File: src/rtl/hwseq_pkg.sv
`timescale 1ns/1ps
package hwseq_pkg;
    typedef enum logic [2:0] {
        ST_IDLE, ST_WREN, ST_GAP, ST_CMD, ST_ADR, ST_DAT, ST_PCMD, ST_PRD
    } seq_e;

    localparam logic [1:0] CT_READ  = 2'd0;
    localparam logic [1:0] CT_BAD   = 2'd1;
    localparam logic [1:0] CT_PROG  = 2'd2;
    localparam logic [1:0] CT_ERASE = 2'd3;

    localparam logic [7:0] OP_READ  = 8'h03;
    localparam logic [7:0] OP_WREN  = 8'h06;
    localparam logic [7:0] OP_PROG  = 8'h02;
    localparam logic [7:0] OP_ERASE = 8'hD8;
    localparam logic [7:0] OP_RDSR  = 8'h05;

    localparam int REG_STAT = 0;
    localparam int REG_CTRL = 1;
    localparam int REG_ADDR = 2;
endpackage

File: src/rtl/hwseq_spi_byte.sv
`timescale 1ns/1ps
module hwseq_spi_byte #(
    parameter int DIV = 2
) (
    input  logic       clk,
    input  logic       rst_n,
    input  logic       start,
    input  logic [7:0] tx,
    input  logic       miso,
    output logic       sck,
    output logic       mosi,
    output logic       done,
    output logic [7:0] rx
);
    localparam int DIVW = $clog2(DIV + 1);

    typedef struct packed {
        logic            busy;
        logic [DIVW-1:0] div;
        logic [2:0]      bitn;
        logic            sck;
        logic [7:0]      sh;
        logic [7:0]      rx;
        logic            done;
    } sft_t;

    sft_t s_d, s_q;

    always_comb begin
        s_d      = s_q;
        s_d.done = 1'b0;
        if (!s_q.busy) begin
            if (start) begin
                s_d.busy = 1'b1;
                s_d.sh   = tx;
                s_d.bitn = '0;
                s_d.div  = '0;
                s_d.sck  = 1'b0;
            end
        end else if (s_q.div == DIVW'(DIV - 1)) begin
            s_d.div = '0;
            if (!s_q.sck) begin
                s_d.sck = 1'b1;
                s_d.rx  = {s_q.rx[6:0], miso};
            end else begin
                s_d.sck = 1'b0;
                s_d.sh  = {s_q.sh[6:0], 1'b0};
                if (s_q.bitn == 3'd7) begin
                    s_d.busy = 1'b0;
                    s_d.done = 1'b1;
                end else begin
                    s_d.bitn = s_q.bitn + 3'd1;
                end
            end
        end else begin
            s_d.div = s_q.div + 1'b1;
        end
    end

    always_ff @(posedge clk or negedge rst_n) begin
        if (!rst_n) s_q <= '0;
        else        s_q <= s_d;
    end

    assign sck  = s_q.sck;
    assign mosi = s_q.sh[7];
    assign done = s_q.done;
    assign rx   = s_q.rx;
endmodule

File: src/rtl/hwseq_req_check.sv
`timescale 1ns/1ps
module hwseq_req_check
    import hwseq_pkg::*;
#(
    parameter int CNTW   = 6,
    parameter int PAGE_W = 8
) (
    input  logic [1:0]        typ,
    input  logic [CNTW-1:0]   cnt,
    input  logic [PAGE_W-1:0] page_off,
    input  logic              locked,
    output logic              bad_cycle,
    output logic              bad_access
);
    logic [PAGE_W:0] span_end;
    logic            crosses;
    logic            modifies;

    always_comb begin
        span_end   = {1'b0, page_off} + (PAGE_W + 1)'(cnt);
        crosses    = span_end[PAGE_W] && (typ == CT_READ || typ == CT_PROG);
        modifies   = (typ == CT_PROG) || (typ == CT_ERASE);
        bad_cycle  = 1'b0;
        bad_access = 1'b0;
        if (typ == CT_BAD)            bad_cycle  = 1'b1;
        else if (locked && modifies)  bad_access = 1'b1;
        else if (crosses)             bad_cycle  = 1'b1;
    end
endmodule

File: src/rtl/hwseq_databuf.sv
`timescale 1ns/1ps
module hwseq_databuf #(
    parameter int WORDS = 16,
    parameter int WIDX  = $clog2(WORDS),
    parameter int BIDX  = WIDX + 2
) (
    input  logic            clk,
    input  logic            host_we,
    input  logic [WIDX-1:0] host_idx,
    input  logic [31:0]     host_wdata,
    output logic [31:0]     host_rdata,
    input  logic            eng_we,
    input  logic [BIDX-1:0] eng_idx,
    input  logic [7:0]      eng_wdata,
    output logic [7:0]      eng_rdata
);
    logic [31:0] words [WORDS];

    always_ff @(posedge clk) begin
        if (host_we) words[host_idx] <= host_wdata;
        if (eng_we)  words[eng_idx[BIDX-1:2]][8*eng_idx[1:0] +: 8] <= eng_wdata;
    end

    assign host_rdata = words[host_idx];
    assign eng_rdata  = words[eng_idx[BIDX-1:2]][8*eng_idx[1:0] +: 8];
endmodule

File: src/rtl/hwseq_flash_engine.sv
`timescale 1ns/1ps
module hwseq_flash_engine
    import hwseq_pkg::*;
#(
    parameter int         BUF_WORDS  = 16,
    parameter int         CLK_DIV    = 2,
    parameter int         GAP_CYC    = 4,
    parameter int         PAGE_W     = 8,
    parameter logic [1:0] ERASE_CODE = 2'd1,
    parameter logic       DESC_VALID = 1'b1
) (
    input  logic                          clk,
    input  logic                          rst_n,
    input  logic                          reg_we,
    input  logic [$clog2(BUF_WORDS):0]    reg_addr,
    input  logic [31:0]                   reg_wdata,
    output logic [31:0]                   reg_rdata,
    output logic                          spi_sck,
    output logic                          spi_cs_n,
    output logic                          spi_mosi,
    input  logic                          spi_miso
);
    localparam int WIDX = $clog2(BUF_WORDS);
    localparam int AW   = WIDX + 1;
    localparam int CNTW = WIDX + 2;
    localparam int GAPW = $clog2(GAP_CYC);

    typedef struct packed {
        seq_e            st;
        seq_e            nxt;
        logic [CNTW-1:0] idx;
        logic            launched;
        logic [1:0]      typ;
        logic [CNTW-1:0] cnt;
        logic [31:0]     addr;
        logic            cs_n;
        logic            done;
        logic            err;
        logic            ael;
        logic            lock;
        logic [GAPW-1:0] gap;
    } regs_t;

    regs_t r_d, r_q;

    logic       busy, start, bdone, bwe, fin, set_err, set_ael;
    logic       bad_cycle, bad_access, is_byte_st;
    logic [7:0] tx, rx, buf_byte;
    logic [31:0] buf_word;

    wire wr_stat = reg_we && reg_addr == AW'(REG_STAT);
    wire wr_ctrl = reg_we && reg_addr == AW'(REG_CTRL) && !busy;
    wire wr_addr = reg_we && reg_addr == AW'(REG_ADDR) && !busy;
    wire wr_buf  = reg_we && reg_addr[AW-1] && !busy;

    assign busy = (r_q.st != ST_IDLE);

    hwseq_req_check #(.CNTW(CNTW), .PAGE_W(PAGE_W)) u_check (
        .typ(reg_wdata[2:1]), .cnt(reg_wdata[8 +: CNTW]),
        .page_off(r_q.addr[PAGE_W-1:0]), .locked(r_q.lock),
        .bad_cycle(bad_cycle), .bad_access(bad_access)
    );

    hwseq_databuf #(.WORDS(BUF_WORDS)) u_buf (
        .clk(clk), .host_we(wr_buf), .host_idx(reg_addr[WIDX-1:0]),
        .host_wdata(reg_wdata), .host_rdata(buf_word),
        .eng_we(bwe), .eng_idx(r_q.idx), .eng_wdata(rx), .eng_rdata(buf_byte)
    );

    hwseq_spi_byte #(.DIV(CLK_DIV)) u_shift (
        .clk(clk), .rst_n(rst_n), .start(start), .tx(tx), .miso(spi_miso),
        .sck(spi_sck), .mosi(spi_mosi), .done(bdone), .rx(rx)
    );

    always_comb begin
        r_d     = r_q;
        start   = 1'b0;
        tx      = 8'h00;
        bwe     = 1'b0;
        fin     = 1'b0;
        set_err = 1'b0;
        set_ael = 1'b0;

        // host side
        if (wr_stat) begin
            r_d.done = r_q.done & ~reg_wdata[0];
            r_d.err  = r_q.err  & ~reg_wdata[1];
            r_d.ael  = r_q.ael  & ~reg_wdata[2];
            r_d.lock = r_q.lock | reg_wdata[15];
        end
        if (wr_addr) r_d.addr = reg_wdata;
        if (wr_ctrl) begin
            r_d.typ = reg_wdata[2:1];
            r_d.cnt = reg_wdata[8 +: CNTW];
            if (reg_wdata[0]) begin
                if (bad_cycle)       set_err = 1'b1;
                else if (bad_access) set_ael = 1'b1;
                else begin
                    r_d.st       = (reg_wdata[2:1] == CT_READ) ? ST_CMD : ST_WREN;
                    r_d.idx      = '0;
                    r_d.launched = 1'b0;
                    r_d.cs_n     = 1'b0;
                end
            end
        end

        // byte launch bookkeeping
        is_byte_st = (r_q.st != ST_IDLE) && (r_q.st != ST_GAP);
        if (is_byte_st && !r_q.launched) begin
            start        = 1'b1;
            r_d.launched = 1'b1;
        end
        if (bdone) r_d.launched = 1'b0;

        // sequencer
        case (r_q.st)
            ST_WREN: begin
                tx = OP_WREN;
                if (bdone) begin
                    r_d.st = ST_GAP; r_d.nxt = ST_CMD; r_d.cs_n = 1'b1; r_d.gap = '0;
                end
            end
            ST_GAP: begin
                if (r_q.gap == GAPW'(GAP_CYC - 1)) begin
                    r_d.st = r_q.nxt; r_d.cs_n = 1'b0; r_d.gap = '0;
                end else begin
                    r_d.gap = r_q.gap + 1'b1;
                end
            end
            ST_CMD: begin
                case (r_q.typ)
                    CT_READ: tx = OP_READ;
                    CT_PROG: tx = OP_PROG;
                    default: tx = OP_ERASE;
                endcase
                if (bdone) begin r_d.st = ST_ADR; r_d.idx = '0; end
            end
            ST_ADR: begin
                case (r_q.idx[1:0])
                    2'd0:    tx = r_q.addr[23:16];
                    2'd1:    tx = r_q.addr[15:8];
                    default: tx = r_q.addr[7:0];
                endcase
                if (bdone) begin
                    if (r_q.idx == CNTW'(2)) begin
                        r_d.idx = '0;
                        if (r_q.typ == CT_ERASE) begin
                            r_d.st = ST_GAP; r_d.nxt = ST_PCMD; r_d.cs_n = 1'b1; r_d.gap = '0;
                        end else begin
                            r_d.st = ST_DAT;
                        end
                    end else begin
                        r_d.idx = r_q.idx + 1'b1;
                    end
                end
            end
            ST_DAT: begin
                tx = (r_q.typ == CT_READ) ? 8'h00 : buf_byte;
                if (bdone) begin
                    bwe = (r_q.typ == CT_READ);
                    if (r_q.idx == r_q.cnt) begin
                        if (r_q.typ == CT_READ) fin = 1'b1;
                        else begin
                            r_d.st = ST_GAP; r_d.nxt = ST_PCMD; r_d.cs_n = 1'b1; r_d.gap = '0;
                        end
                    end else begin
                        r_d.idx = r_q.idx + 1'b1;
                    end
                end
            end
            ST_PCMD: begin
                tx = OP_RDSR;
                if (bdone) r_d.st = ST_PRD;
            end
            ST_PRD: begin
                tx = 8'h00;
                if (bdone && !rx[0]) fin = 1'b1;
            end
            default: ;
        endcase

        // engine-side sets take priority over same-cycle clears
        if (fin) begin
            r_d.st   = ST_IDLE;
            r_d.cs_n = 1'b1;
            r_d.done = 1'b1;
        end
        if (set_err) r_d.err = 1'b1;
        if (set_ael) r_d.ael = 1'b1;
    end

    always_ff @(posedge clk or negedge rst_n) begin
        if (!rst_n) begin
            r_q      <= '0;
            r_q.cs_n <= 1'b1;
        end else begin
            r_q <= r_d;
        end
    end

    assign spi_cs_n = r_q.cs_n;

    always_comb begin
        reg_rdata = 32'h0;
        if (reg_addr[AW-1]) begin
            reg_rdata = buf_word;
        end else begin
            case (reg_addr)
                AW'(REG_STAT): reg_rdata = {16'h0, r_q.lock, DESC_VALID, 8'h0, busy,
                                            ERASE_CODE, r_q.ael, r_q.err, r_q.done};
                AW'(REG_CTRL): reg_rdata = {{(24 - CNTW){1'b0}}, r_q.cnt, 5'h0, r_q.typ, 1'b0};
                AW'(REG_ADDR): reg_rdata = r_q.addr;
                default:       reg_rdata = 32'h0;
            endcase
        end
    end
endmodule

File: config.mk
export PLATFORM = sky130hd
export DESIGN_NAME = hwseq_flash_engine
export DESIGN_NICKNAME = d
export VERILOG_FILES = /design/src/rtl/hwseq_pkg.sv /design/src/rtl/hwseq_spi_byte.sv /design/src/rtl/hwseq_req_check.sv /design/src/rtl/hwseq_databuf.sv /design/src/rtl/hwseq_flash_engine.sv
export SDC_FILE = /design/constraint.sdc
export NUM_CORES = 1
export LEC_CHECK = 0
export BUFFER_PORTS_ARGS = -buffer_cell sky130_fd_sc_hd__buf_2
export CAP_MARGIN = 10
export CORE_ASPECT_RATIO = 2
export CORE_UTILIZATION = 65
export CTS_CLUSTER_SIZE = 8
export DETAILED_ROUTE_END_ITERATION = 7
export PLACE_DENSITY = 0.88
export SYNTH_ARGS = -nofsm -noshare
export SYNTH_HDL_FRONTEND = slang
export SYNTH_SLANG_ARGS = --single-unit
export TNS_END_PERCENT = 100
File: constraint.sdc
create_clock -name clk -period 4.9 [get_ports clk]
set_input_delay 0.49 -clock clk [delete_from_list [all_inputs] [get_ports clk]]
set_output_delay 0.49 -clock clk [all_outputs]
set_load 0.01 [all_outputs]
======== Word-level counts from Yosys, hierarchy flattened ========
Memories as Yosys holds them, arrays and structs flattened.
Cells that the tools add are included.
word-level totals
  flip-flop bits (word level) ............. 84
  bits in writable memories ............... 512
  output and inout bits ................... 35
  memories ................................ 1
operators by class
  $add $sub $neg .......................... 6
  equality and inequality tests ........... 33
  shifts and indexed selects .............. 3
  muxes and demuxes ....................... 103
  bitwise logic cells ..................... 8
  reductions and logical operators ........ 38
memories
  name         words  width  read ports  clocked after memory_dff  write ports  line                 text
  u_buf.words  16     32     2           0                         1            hwseq_databuf.sv:17  logic [31:0] words [WORDS];
operators by type and width
  kind                     count
  $mux 32                  4
  $pmux 32 s3              1
  $mux 1                   45
  $mux 15                  3
  $mux 6                   7
  $pmux 8 s5               1
  $mux 3                   12
  $neg 5->34               1
  $shift 8x34->32 const A  1
  $shiftx 8x34->32         1
  $pmux 8 s2               2
  $reduce_or 32->1         1
  $shiftx 32x6->8          1
  $mux 12                  2
  $mux 8                   3
  $mux 2                   11
  $mux 21                  1
  $mux 7                   3
  $pmux 3 s6               1
  $pmux 6 s3               1
  $reduce_and 8->1         2
  $eq 3x3->1 const B       5
  $ne 2x2->1 const B       7
  $logic_and 1x1->1        12
  other kinds (33)         63

======== Longest topological paths before layout ========
Gate-level depths: netlist of the first run.
  depth in word-level cells ............... 14
  mapped depth ............................ 11

======== By module ========
Synthesis of the first run repeated with hierarchy kept, for this count alone.
second synthesis, totals
  cells, all modules ...................... 2967
  area total of the unflattened synthesis .. 34749.6 um^2
modules (own cells, without submodules)
  module              times used  cells each  area an instance (um^2)
  hwseq_databuf       1           2499        29737.3
  hwseq_flash_engine  1           366         3774.9
  hwseq_spi_byte      1           84          1078.5
  hwseq_req_check     1           18          158.9

======== Worst setup path before layout of the first run ========
OpenSTA, ideal clock, no wires.
  path kind ............................... register to register
  start ................................... reg r_q[49] in the netlist's numbering
  end ..................................... mem u_buf.words[0][0] (data pin)
  setup time .............................. 0.330 ns
  arrival time ............................ 2.964 ns
  data required time ...................... 4.570 ns
  slack ................................... 1.605 ns
  cell stages (with the launch flop) ...... 10
  buffers on the path ..................... 4
  period minus slack after synthesis ...... 3.295 ns
  path through ............................ dfrtp_1 inv_1 clkbuf_1 ha_1 or4_1 and3_1 buf_2 buf_6 clkbuf_1 o21ai_0
between the ends
  word-level cells in the longest chain between the ends .. 5
  elaborated cells between the ends (all ways) .. 6
  classes of those cells .................. 1 x add/sub; 2 x shift; 2 x mux; 1 x reduce/logical
ends and longest elaborated chain
  element                            line                       text
  start, declared                    hwseq_flash_engine.sv:44   regs_t r_d, r_q;
  start signal, assigned             hwseq_flash_engine.sv:197  r_q <= r_d;
  $neg 5->34 *                       hwseq_databuf.sv:21        if (eng_we) words[eng_idx[BIDX-1:2]][8*eng_idx[1:0] +: 8] <= eng_wdata;
  $shift 8x34->32                    hwseq_databuf.sv:21
  $mux 32 (not written as such)      hwseq_databuf.sv:21
  $reduce_or 32->1 (no source line)  --
  $mux 32 (no source line) *         --
  end, declared                      hwseq_databuf.sv:17
Mark *: on every way between the ends. The rest lies on a longest branch, timed or not.

======== Worst setup path in the final report of the first run ========
  start ................................... reg u_shift.s_q, in the netlist u_shift.done
  end ..................................... mem u_buf.words[0][16], enable pin
between the ends
  word-level cells in the longest chain between the ends .. 6
  elaborated cells between the ends (all ways) .. 7
  classes of those cells .................. 6 x mux; 1 x reduce/logical
ends and longest elaborated chain
  element                                             line                       text
  start, declared                                     hwseq_spi_byte.sv:27       sft_t s_d, s_q;
  start signal, assigned                              hwseq_spi_byte.sv:61       if (!rst_n) s_q <= '0;
  start signal, assigned                              hwseq_spi_byte.sv:62       else s_q <= s_d;
  $mux 1 *                                            hwseq_flash_engine.sv:159  if (bdone) begin
  $mux 1 *                                            hwseq_flash_engine.sv:116  case (r_q.st)
  $mux 1 *                                            hwseq_databuf.sv:21
  $mux 32 (not written as such) *                     hwseq_databuf.sv:21
  $reduce_or 32->1 (no source line)                   --
  $mux 4 (no source line) or $mux 32 (tied branches)  --
Marks and branches as above.

==> results of run 1 <==
[per-stage QoR]
stage | instance area [sq um] | worst slack [ps] | power, mW | cells
after floorplan | 29400 | 1610 | 7.17 | 1750
after CTS | 32900 | 1000 | 13.2 | 2478
after global placement | 30500 | 1140 | 7.86 | 2352
final | 32900 | 687 | 13.3 | 2482
after global routing | 32900 | 741 | 13.6 | 2481
after detailed placement | 30500 | 1080 | 7.93 | 2352
[area by class of cell]
class / instances / area, sq um / share of cell area
Antenna cell: 1 / 2.50 / 0.0000760
Clock buffer: 120 / 2300 / 0.0699
Clock inverter: 5 / 55.1 / 0.00167
Inverter: 17 / 63.8 / 0.00194
Multi-Input combinational cell: 1009 / 11100 / 0.338
Sequential cell: 596 / 17500 / 0.531
Tap cell: 555 / 694 / 0.0211
Timing Repair Buffer: 179 / 1200 / 0.0364
[synth_stat cells (16+ instances only)]
cell      count
a21oi_1      49
a22o_1       21
a22oi_1      18
buf_2        39
clkbuf_1     56
dfrtp_1      83
edfxtp_1    512
inv_1        17
mux2_2       22
mux2_4       25
mux2i_1      64
mux4_2      269
nand2_1     142
nand3_1      46
nor2_1       62
nor3_1       39
o21ai_0      29
o221ai_1     17
o22ai_1      16
[sequential cells by signal (all words and copies together), names as in the netlist]
| name | flops |
|---|---|
| spi_cs_n | 1 |
| u_shift.s_q | 13 |
| r_q | 59 |
| u_shift.sck | 1 |
| u_shift.mosi | 1 |
| u_shift.done | 1 |
| u_buf.words | 512 |
| u_shift.rx | 8 |
[power breakdown]
group          total (mW)  leakage, nW  switching (mW)  internal [mW]
Combinational        1.90         4.42            1.20          0.702
Clock                5.33         1.14            2.13           3.21
Sequential           6.09         5.68           0.314           5.78
[metal layers]
layer  routed length, microns  share of wire  vias up  track usage
met5                       27        0.00029        -            0
met4                    10500           0.11        4        0.412
li1                         -              -     7501            -
met2                    46400           0.49     1822        0.690
met3                     9820           0.10      545        0.103
met1                    27600           0.29     9822        0.459
[how the worst max path moves through the flow]
stage	cells after the start	to	slack (ps)
6_report	7	u_buf.words[0][16]$_DFFE_PP_	690
5_1_grt	8	u_buf.words[14][4]$_DFFE_PP_	740
2_1_floorplan	9	u_buf.words[0][0]$_DFFE_PP_	1610
3_5_place_dp	6	r_q[29]$_DFFE_PN0P_	1080
3_3_place_gp	6	reg_rdata[29]	1140
4_1_cts	8	u_buf.words[8][10]$_DFFE_PP_	1000
[tightest hold or removal path: stages]
cell     delay [ps]
buf_2           110
nand2_1          40
o21ai_0          70
[timing repair]
action                                  CTS  global route
hold endpoints to repair                 36             0
gates resized for setup                   0             0
endpoints found under the setup margin    0             0
hold buffers                              1             0
[cell families after synthesis]
| logic type | Yosys count | synth area share |
|---|---|---|
| and+or+nand+nor | 366 | 0.0594 |
| AOI/OAI and AO/OA | 231 | 0.0564 |
| adders and majority gates | 15 | 0.00639 |
| DFF | 596 | 0.595 |
| muxes | 388 | 0.254 |
| xor gates and xnor gates | 9 | 0.00269 |
| buffers and inverters | 145 | 0.0256 |
==> reports/qor.txt, run 1 <==
# fillers - 2508
fin crit share - 0.860
most common cell after layout, fill and taps aside - edfxtp_1
hold crit path type - in2reg
Die Y - 303 microns
worst-path maximum fanout - 18
Initial Utilization - 0.662
EDFF count, synth - 512
Setup violations, final - 0
CTS H-tree depth - 3
clock tree buffer depth - 3
RSZ-0062 raised after global routing - no
post-CTS setup buffer count - 0
Peak supply drop - 0.455 mV
Die Wd - 152 microns
WS Path Type - reg2reg
Worst Skew - 25.7 ps
row cnt - 109
CP cell instances - buf_4 -> nor2b_1 -> nand3_1 -> nor3_1 -> nor2_1 -> or2_1 -> nor2_1
gr ovfl total - 0
sequential area share after synthesis - 0.595
sink of the worst hold path - u_shift.rx[0]$_DFFE_PN0P_
most frequent cells in the layout - edfxtp_1, mux4_2, nand2_1
synth top area cells - edfxtp_1, mux4_2, dfrtp_1
most frequent CP cell - nor2_1
Critical Path End Type - flop
Routed Antenna Nets - 0
initial antenna violation count - 4
Syn Std Cell Area - 29400 sq um
LEAKAGE - 11.2 nW
Hold Fails Final Rpt - 0
Yosys top cell by area - edfxtp_1
Tmin final - 4210 ps
core area - 44300 sq um
outcome - finished, violations left
clock sinks - 596
FF-to-FF Start - u_shift.done$_DFF_PN0_
Synth async-reset ratio - 0.141
DR vias/cell - 7.93
DR WL/cell - 38.0 microns
slowest CP cell - nor2b_1
delay-heaviest family, CP - simple AND/OR/NAND/NOR gates
Mapped Avg Cell Area - 16.8 sq um
largest net degree at the start of global routing - 78
YS warnings - 0
Pre-Repair DR Iteration Count - 8
worst r2r path cells - 7
final slew viol count - 0
Critical Path Source Type - flop
CP max stage delay - 1030 ps
Area Overhead vs Synth - 12.2%
Fin Hold WS - 125 ps
Crit. Startpoint - u_shift.done$_DFF_PN0_
failing checks - design-rule violations
HPWL Detailed - 62.4 mm
top cell type's share of synthesized area - 0.524
layout cells sized above 1 - 0.317
Residual DRC - 12
fmax - 237 MHz
worst hold stages - 3
CP Data Arrival Time - 4460 ps
Worst Tran Pin Value - 1370 ps
clk_lat worst skew - 630 ps
Hold Path Origin - spi_miso
Iter 0 DRT Violations - 2767
I/O pins - 76
max cap viols - 0
gpl congestion - 1.08
number of global-route vias before repair - 20406
first-pass GRT wire length - 136 mm
Post-Syn Instances - 1750
CTS Buf Count - 84
WP buf/inv - 1
Pwr Density - 405 nW/um^2
I/O Buffers - 75
setup slack, reg-to-reg - 690 ps
routed vias - 19694
R2R Path End - u_buf.words[0][16]$_DFFE_PP_
Final Util - 0.743
syn_nets - 1806
Reg clk slew, reported paths - 50 ps
Final TNS setup - 0 ps
worst slew margin relative to its limit - 0.0792
DRT Wirelength - 94.3 mm
Die ar. - 46100 sq um
TritonCTS clock tree - yes
Overall Global Routing Usage - 0.425
post-layout net count - 1943
Most used DFF post-synth - edfxtp_1
root buf cell - clkbuf_16
register bit count reported by yosys - 596
Worst Path Required - 5150 ps
Yosys cell types - 81
No activity file was read; power rests on OpenSTA's default activity.
==> run 2: changes to the inputs <==
--- a/config.mk
+++ b/config.mk
@@ -11,7 +11,7 @@
 export CORE_UTILIZATION = 65
 export CTS_CLUSTER_SIZE = 8
 export DETAILED_ROUTE_END_ITERATION = 7
-export PLACE_DENSITY = 0.88
+export PLACE_DENSITY = 0.82
 export SYNTH_ARGS = -nofsm -noshare
 export SYNTH_HDL_FRONTEND = slang
 export SYNTH_SLANG_ARGS = --single-unit
==> run 2 against run 1 <==
Compared with the run above: the flow still finishes with violations (design-rule violations); final cell count grew 0.56%; global-route usage up 0.11 points; register-to-register slack better by 530 ps; die area unchanged; combinational power is 2% lower; hold slack improved by 2.9 ps; first-iteration DRC count shrank 14%; final area is 0.41% higher; largest cell class unchanged.
==> reports/qor.txt, run 2 (synthesized netlist as in run 1, its figures left out) <==
outcome - finished, violations left
failing checks - design-rule violations
Pre-Repair DR Iteration Count - 8 (unchanged)
DRT Wirelength - 94.8 mm (+0.56%)
Setup violations, final - 0 (unchanged)
Critical Path Source Type - primary input
most frequent cells in the layout - edfxtp_1, mux4_2, nand2_1
CP Data Arrival Time - 3480 ps (-980 ps)
WP buf/inv - 3 (+2)
Post-Place Worst Slack - 1160 ps (+82.1 ps)
Tmin final - 3970 ps (-241 ps)
layout cells sized above 1 - 0.314 (-0.00367)
Die Wd - 152 microns (unchanged)
I/O pins - 76 (unchanged)
critical path depth - 6 (-1)
worst-path maximum fanout - 79 (+61)
WS Path Type - in2out
Iter 0 DRT Violations - 2371 (-14%)
setup slack, reg-to-reg - 1220 ps (+530 ps)
fin crit share - 0.811 (-0.0492)
I/O Buffers - 75 (unchanged)
Routed Antenna Nets - 0 (unchanged)
Post-CTS Resized - 0 (unchanged)
DR vias/cell - 7.69 (-3.0%)
Area Overhead vs Synth - 12.7%
met1 WL - 27.8 mm (+0.71%)
gpl congestion - 1.04 (-4.3%)
Hold Fails Final Rpt - 0 (unchanged)
routed vias - 19204 (-2.5%)
DR WL/cell - 38.0 microns (about the same)
LEAKAGE - 11.3 nW (+0.41%)
Top reg by flops - u_buf.words
final slew viol count - 0 (unchanged)
worst setup path endpoint - reg_rdata[11]
hold buffer count at CTS - 1 (unchanged)
CP max stage delay - 730 ps (-300 ps)
core area - 44300 sq um (unchanged)
TritonCTS clock tree - yes
FF-to-FF Start - r_q[49]$_DFF_PN0_
fmax - 252 MHz (+6.1%)
Pwr Density - 406 nW/um^2 (+0.24%)
clock tree buffer depth - 3 (unchanged)
Residual DRC - 12 (unchanged)
most frequent CP cell - mux4_2
HPWL Detailed - 62.6 mm (+0.38%)
delay-heaviest family, CP - multiplexers
slowest CP cell - a222oi_1
CTS H-tree depth - 3 (unchanged)
row cnt - 109 (unchanged)
Worst Tran Pin Value - 1290 ps (-75.7 ps)
R2R Path End - u_buf.words[8][8]$_DFFE_PP_
Initial Utilization - 0.662 (unchanged)
largest net degree at the start of global routing - 101 (+29%)
hold crit path type - in2reg
post-CTS setup buffer count - 0 (unchanged)
Peak supply drop - 0.473 mV (+4.0%)
RSZ-0062 raised after global routing - no
routed wire length on met3 - 9.33 mm (-5.0%)
number of global-route vias before repair - 19923 (-2.4%)
Die ar. - 46100 sq um (unchanged)
clk_lat worst skew - 620 ps (about the same)
most common cell after layout, fill and taps aside - edfxtp_1
Overall Global Routing Usage - 0.427 (+0.00110)
initial antenna violation count - 1 (-3)
post-layout net count - 1942 (-0.051%)
CTS Buf Count - 84 (unchanged)
Worst Skew - 31.8 ps (+6.09 ps)
Largest regs - u_buf.words (512), r_q (59), u_shift.s_q (13)
Critical Path End Type - primary output
root buf cell - clkbuf_16
Crit. Startpoint - reg_addr[0]
clock sinks - 596 (unchanged)
gr ovfl total - 0 (unchanged)
Top Metal Used - met4
first-pass GRT wire length - 136 mm (-0.41%)
CP cell instances - clkbuf_8 -> mux4_2 -> mux4_2 -> a222oi_1 -> inv_1 -> buf_2
max cap viols - 0 (unchanged)
worst r2r path cells - 9 (+2)
Worst Setup Slack, final - 928 ps (+241 ps)
Worst Path Required - 4410 ps (-740 ps)
max reg flops - 512 (unchanged)
Routed met2 length - 47.7 mm (+2.9%)
worst slew margin relative to its limit - 0.139 (+0.0601)
Final TNS setup - 0 ps (unchanged)
Die Y - 303 microns (unchanged)
Reg clk slew, reported paths - 50 ps (about the same)
run 2: how the worst min path moves through the flow:
stage | from | to | slack, ps | cells past startpoint
floorplan | rst_n | r_q[0]$_DFFE_PN0P_ | 190 | 0
global placement | r_q[5]$_DFFE_PN0P_ | r_q[5]$_DFFE_PN0P_ | 460 | 2
detailed placement | r_q[5]$_DFFE_PN0P_ | r_q[5]$_DFFE_PN0P_ | 480 | 2
CTS | reg_wdata[26] | r_q[33]$_DFFE_PN0P_ | 120 | 2
global route | reg_wdata[26] | r_q[33]$_DFFE_PN0P_ | 120 | 2
finish | reg_wdata[26] | r_q[33]$_DFFE_PN0P_ | 130 | 2
run 2: worst reg2reg max path, delay by kind of cell, from the launching register on:
family	cells	cell delay (ps)
AO/OA/AOI/OAI	1	160
adder cells (fa/ha/maj)	1	260
buffers and inverters	2	540
flip-flops	1	370
AND/OR/NAND/NOR	5	2040
run 2: cell type report:
type	instances	area [sq um]
multi-input combinational	1009	11100
tap	555	694
fill	2499	11300
inverter	17	63.8
clock inverter	1	30.0
sequential	596	17500
timing repair buffer	178	1240
clock buffer	138	2410
antenna	2	5.00
run 2: power breakdown:
group / total, mW / switching (mW) / leakage [nW] / internal, mW
clock network: 5.44 / 2.08 / 1.17 / 3.36
logic: 1.86 / 1.18 / 4.43 / 0.686
registers: 6.11 / 0.335 / 5.68 / 5.77
run 2: per-layer routing:
metal	up-vias	global-route usage
met1	9647	0.448
met5	-	0
li1	7517	-
met3	462	0.0958
met4	0	0.391
met2	1578	0.719
run 2: through the flow:
step / area (sq um) / power (mW) / instances / hold WS (ps) / utilization
6_report: 33100 / 13.4 / 2496 / 128 / 0.746
5_1_grt: 33100 / 13.7 / 2494 / 124 / 0.746
4_1_cts: 33100 / 13.3 / 2493 / 116 / 0.746
3_5_place_dp: 30600 / 7.95 / 2353 / 477 / 0.690
3_3_place_gp: 30600 / 7.90 / 2353 / 465 / 0.690
2_1_floorplan: 29400 / 7.17 / 1750 / 194 / -
